===== src/rtl/irq_router_pkg.sv =====
package irq_router_pkg;
  localparam int NSRC = 3;
  localparam int NLINE = 3;
  localparam int DW = 8;
  localparam int LW = 2;

  typedef enum logic [1:0] {SRC_HOST = 2'd0, SRC_ADC = 2'd1, SRC_TMR = 2'd2} src_e;

  localparam logic [LW-1:0] LINE_NONE = 2'd3;

  // Packed map {tmr, adc, host}, two bits per source; LINE_NONE marks reserved.
  function automatic logic [NSRC*LW-1:0] route_map(input logic [2:0] code);
    logic [NSRC*LW-1:0] m;
    case (code)
      3'd0: m = {2'd0, 2'd1, 2'd2};
      3'd1: m = {2'd0, 2'd2, 2'd1};
      3'd2: m = {2'd1, 2'd0, 2'd2};
      3'd3: m = {2'd2, 2'd0, 2'd1};
      3'd4: m = {2'd1, 2'd2, 2'd0};
      3'd5: m = {2'd2, 2'd1, 2'd0};
      default: m = {LINE_NONE, LINE_NONE, LINE_NONE};
    endcase
    return m;
  endfunction
endpackage


===== src/rtl/irq_pend_flag.sv =====
module irq_pend_flag (
  input  logic clk,
  input  logic rst_n,
  input  logic set,
  input  logic clr,
  output logic q
);
  always_ff @(posedge clk) begin
    if (!rst_n) q <= 1'b0;
    else if (set) q <= 1'b1;
    else if (clr) q <= 1'b0;
  end
endmodule


===== src/rtl/irq_route_xbar.sv =====
module irq_route_xbar
  import irq_router_pkg::*;
(
  input  logic [2:0]       code,
  input  logic [NSRC-1:0]  pend,
  output logic [NLINE-1:0] line_raw
);
  logic [NSRC*LW-1:0] map;
  logic [NLINE-1:0][NSRC-1:0] hit;

  assign map = route_map(code);

  for (genvar l = 0; l < NLINE; l++) begin : g_line
    for (genvar s = 0; s < NSRC; s++) begin : g_src
      assign hit[l][s] = pend[s] && (map[s*LW +: LW] == LW'(l));
    end
    assign line_raw[l] = |hit[l];
  end
endmodule


===== src/rtl/irq_host_req.sv =====
module irq_host_req #(
  parameter int ACK_DELAY = 3
) (
  input  logic clk,
  input  logic rst_n,
  input  logic set,
  input  logic ack,
  input  logic step,
  output logic req
);
  localparam int CW = $clog2(ACK_DELAY + 1);
  localparam logic [CW-1:0] LAST = CW'(ACK_DELAY - 1);

  logic armed;
  logic [CW-1:0] cnt;

  always_ff @(posedge clk) begin
    if (!rst_n) begin
      req <= 1'b0;
      armed <= 1'b0;
      cnt <= '0;
    end else if (set) begin
      req <= 1'b1;
      armed <= 1'b0;
      cnt <= '0;
    end else if (armed && step) begin
      if (cnt == LAST) begin
        req <= 1'b0;
        armed <= 1'b0;
        cnt <= '0;
      end else begin
        cnt <= cnt + 1'b1;
      end
    end else if (ack && req && !armed) begin
      armed <= 1'b1;
      cnt <= '0;
    end
  end
endmodule


===== src/rtl/irq_router_top.sv =====
module irq_router_top
  import irq_router_pkg::*;
#(
  parameter int ACK_DELAY = 3
) (
  input  logic          clk,
  input  logic          rst_n,
  input  logic          dsp_wr,
  input  logic          dsp_addr,
  input  logic [DW-1:0] dsp_wdata,
  output logic [DW-1:0] dsp_rdata,
  input  logic          host_wr,
  input  logic [1:0]    host_wdata,
  output logic [1:0]    host_rdata,
  input  logic          host_step,
  input  logic          adc_done,
  input  logic          tmr_evt,
  output logic [NLINE-1:0] int_line,
  output logic          host_irq
);
  localparam int MASK_LSB = 3;
  localparam int GEN_BIT = 6;
  localparam int CLR_LSB = 4;
  localparam int REQ_BIT = 7;

  logic [2:0]       route;
  logic [NLINE-1:0] mask;
  logic             gen_en;
  logic [NSRC-1:0]  pend, set_v, clr_v;
  logic [NLINE-1:0] line_raw;
  logic             wr_ctl, wr_stat;

  assign wr_ctl  = dsp_wr && !dsp_addr;
  assign wr_stat = dsp_wr && dsp_addr;

  always_ff @(posedge clk) begin
    if (!rst_n) begin
      route <= '0;
      mask <= '0;
      gen_en <= 1'b0;
    end else if (wr_ctl) begin
      route <= dsp_wdata[2:0];
      mask <= dsp_wdata[MASK_LSB +: NLINE];
      gen_en <= dsp_wdata[GEN_BIT];
    end
  end

  assign set_v[SRC_HOST] = host_wr && host_wdata[0];
  assign set_v[SRC_ADC]  = adc_done;
  assign set_v[SRC_TMR]  = tmr_evt;

  for (genvar s = 0; s < NSRC; s++) begin : g_flag
    assign clr_v[s] = wr_stat && dsp_wdata[CLR_LSB + s];
    irq_pend_flag u_flag (
      .clk(clk), .rst_n(rst_n), .set(set_v[s]), .clr(clr_v[s]), .q(pend[s])
    );
  end

  irq_route_xbar u_xbar (.code(route), .pend(pend), .line_raw(line_raw));

  assign int_line = line_raw & mask & {NLINE{gen_en}};

  irq_host_req #(.ACK_DELAY(ACK_DELAY)) u_req (
    .clk(clk), .rst_n(rst_n),
    .set(wr_stat && dsp_wdata[REQ_BIT]),
    .ack(host_wr && host_wdata[1]),
    .step(host_step),
    .req(host_irq)
  );

  always_comb begin
    dsp_rdata = '0;
    if (!dsp_addr) begin
      dsp_rdata[2:0] = route;
      dsp_rdata[MASK_LSB +: NLINE] = mask;
      dsp_rdata[GEN_BIT] = gen_en;
    end else begin
      dsp_rdata[NSRC-1:0] = pend;
      dsp_rdata[REQ_BIT] = host_irq;
    end
  end

  assign host_rdata = {host_irq, pend[SRC_HOST]};
endmodule


===== config.mk =====
export PLATFORM = sky130hd
export DESIGN_NAME = irq_router_top
export DESIGN_NICKNAME = d
export VERILOG_FILES = /design/src/rtl/irq_router_pkg.sv /design/src/rtl/irq_pend_flag.sv /design/src/rtl/irq_route_xbar.sv /design/src/rtl/irq_host_req.sv /design/src/rtl/irq_router_top.sv
export SDC_FILE = /design/constraint.sdc
export NUM_CORES = 1
export LEC_CHECK = 0
export BUFFER_PORTS_ARGS = -buffer_cell sky130_fd_sc_hd__buf_2
export CAP_MARGIN = 10
export CORE_UTILIZATION = 45
export DETAILED_ROUTE_END_ITERATION = 8
export GPL_ROUTABILITY_DRIVEN = 0
export PLACE_DENSITY_LB_ADDON = 0.1
export SLEW_MARGIN = 20
export SYNTH_ARGS = -nofsm -noshare
export SYNTH_HDL_FRONTEND = slang
export SYNTH_SLANG_ARGS = --single-unit
export TNS_END_PERCENT = 50

===== constraint.sdc =====
create_clock -name clk -period 1.45 [get_ports clk]
set_input_delay 0.29 -clock clk [delete_from_list [all_inputs] [get_ports clk]]
set_output_delay 0.29 -clock clk [all_outputs]
set_load 0.02 [all_outputs]

==> impl_metrics.yaml <==
pwr:
  p_seq_share_pct: 54.5
  pwr-share-clk_pct: 27.3
  p_sw_w: 0.000211
  leakage_nw: 0.421
  peakVddDrop_mv: 0.491
  switching_share_pct: 27.0
  power_density_nw_per_um2: 825
  p_total_w: 0.000780
  p_comb_share_pct: 18.1
  intPower_w: 0.000569
critical_path:
  slowest_stage: "dfxtp_4"
  reg2reg_from: "u_req.armed"
  reg2reg_to: "u_req.cnt[0]"
  reg2reg_depth: 3
  worstSetupPathType: "reg2out"
  arrival_ps: 1290
  cp_num_buf_inv: 1
  crit_path_max_fanout: 8
  r2r_slack_ps: 460
  critPathLaunchType: "flop"
  endpoint_kind: "output port"
  slowest_delay_ps: 380
  crit_required_ps: 1160
  critical-path-top-delay-family: "compound AO/OA/AOI/OAI gates"
  cp_cell_sequence: "mux2i_1, o211ai_1, o2111a_1, buf_6"
global_route:
  antenna_found_initial: 0
  use_met1_pct: 28.2
  grt_max_degree: 13
  grt_use_total_pct: 19.1
  use_met3_pct: 2.55
  grt_pass1_wl_mm: 2.61
  grt_use_met2_pct: 27.0
  overflow: 0
  grt_pass1_vias: 568
  gr-max-usage-layer: "met1"
min_path:
  hold_path.class: "in2reg"
  hold-path-endpoint: "g_flag[1].u_flag.q"
  worstHoldPathCells: 3
  hp-start: "adc_done"
logic_synthesis:
  yosysSeqAreaShare_pct: 37.3
  netlist_top_cells_area: "dfxtp_1 37%, mux2i_1 12%, nor2b_1 12%"
  yosysTopAreaCell: "dfxtp_1"
  synthCells: 82
  synth_edf_count: 0
  syn_area_um2: 752
  synthMuxAreaShare_pct: 15.0
  synth_top_family_by_area: "simple AND/OR/NAND/NOR gates"
  synth_cell_type_count: 25
  ys.flop_type: "dfxtp_1"
  synth_fa_ha_area_share_pct: 0
  yosys_warnings: 0
  post_synth_xor_area_fraction_pct: 0
  ys_ff_latch: 14
  synthArstFlopShare_pct: 0
  syn_area_per_cell_um2: 9.17
  yosys.area_share.simple_pct: 28.1
  yosysTopAreaCellShare_pct: 37.3
  synth_compound_area_share_pct: 12.6
  syn_nets: 100
die:
  io_pins: 32
  die_w_um: 42.9
  rows: 14
  core_area_um2: 1540
  dieArea_um2: 1840
  start_util_pct: 48.8
  die_y_um: 42.9
drt:
  drc: 0
  dr.pass1.iters: 4
  ant_nets: 0
  drt_iter0_drc: 11
  wire_per_inst_um: 12.4
  wirelength_mm: 1.60
  drt-vias-per-instance: 5.26
  dr_total_vias: 679
placed_design:
  place_hpwl_mm: 1.24
  port_buffers: 31
  place_inst: 126
sta:
  finalClockSkew_ps: 0.460
  slew_headroom_pct: 85.1
  fin_crit_ps: 1580
  worstMarginPinSlew_ps: 220
  slew_viol_final: 0
  setup_violations: 3
  finalCritPeriodShare_pct: 109
  fin_ws_ps: -132
  rsz0062_at_grt: "yes"
  tns_ps: -320
  timing.hold.ws_ps: 239
  hold_viol: 0
  max_freq_mhz: 632
clock_network:
  numCtsBuffers: 3
  clk_path_buf_depth: 2
  root_buffer: "clkbuf_4"
  cts.sinks: 14
  cts_tree: "done"
  path_clk_slew_ps: 80
  clk_latency_ps: 270
  h-tree-depth: 1
layout:
  n_antenna_cell: 0
  register_area_um2: 289
  drive_above_1_share_pct: 39.8
  area_growth_pct: 25.6
  most-common-layout-cells: "29 x buf_2, 14 x nor2b_1, 9 x mux2i_1, 9 x dfxtp_1, 6 x nand2_1"
  nNetsFinal: 133
  final_common_cell: "buf_2"
  fill_cells: 141
  stdcell_count: 129
  multi_input_area_um2: 419
outcome:
  violations: "setup timing"
  status: "finished with violations"
flow_run:
  max-cap-violations: 0
[through the flow]
step / setup slack [ps] / instance area, um2 / util (%)
final: -132 / 945 / 61.3
after detailed placement: 54.9 / 905 / 58.7
after global routing: -207 / 945 / 61.3
after CTS: -139 / 945 / 61.3
after floorplan: 149 / 752 / -
after global placement: 86.9 / 905 / 58.7
[worst reg2reg max path, delay by kind of cell (launching register included)]
kind	cells	cell delay [ps]
simple gates	2	310
flops	1	370
compound gates	1	220
[metal layers]
layer / up-vias / part of all wire (%)
li1: 355 / -
met1: 305 / 50
met5: - / 0
met2: 17 / 45
met3: 2 / 4.0
met4: 0 / 0.62
[registers in the layout (all words and copies together) (netlist names)]
register / flops
g_flag.u_flag.q: 3
gen_en: 1
mask: 3
route: 3
u_req.armed: 1
u_req.cnt: 2
u_req.req: 1
[logic make-up (layout without fill, tap and decap cells)]
| family | after synthesis | in the layout |
|---|---|---|
| AOI/OAI and AO/OA | 14 | 14 |
| DFF | 14 | 14 |
| and+or+nand+nor | 35 | 35 |
| buffers and inverters | 8 | 39 |
| muxes | 11 | 11 |
[cell usage after synthesis (2+ instances only)]
library cell	n
a21oi_1	4
buf_4	4
dfxtp_1	14
inv_1	2
mux2_2	2
mux2i_1	9
nand2_1	6
nand3_1	5
nand3b_1	2
nand4b_1	3
nor2b_1	14
o2111a_1	2
o211ai_1	2
o21ai_0	2
[what timing repair did]
action,in CTS,in global routing
hold buffers,0,0
setup endpoints to repair,3,3
buffers inserted,0,0
pin swaps,2,0
gates resized for setup,9,1
[power groups by stage]
stage	logic (W)	registers [W]	clock network (W)
CTS	0.000143	0.000425	0.000219
finish	0.000141	0.000425	0.000213
floorplan	0.0000960	0.000426	0
global route	0.000157	0.000429	0.000231
detailed placement	0.000142	0.000433	0
global placement	0.000139	0.000433	0
[how the worst max path moves through the flow]
stage                  start     endpoint  cells past startpoint
finish              route[2]  int_line[2]                      4
global route        route[2]  int_line[1]                      4
CTS                 route[2]  int_line[2]                      4
detailed placement  route[2]  int_line[2]                      4
global placement    route[2]  int_line[2]                      4
floorplan           route[2]  int_line[2]                      4
[area by class of cell]
| class | instances | area share, % |
|---|---|---|
| well taps | 16 | 2.12 |
| repair buffers | 34 | 19.7 |
| clock buffers | 3 | 2.38 |
| flip-flops and latches | 14 | 30.6 |
| multi-input cells | 60 | 44.4 |
| inverters | 2 | 0.795 |
Power figures use the tool's default switching activity.
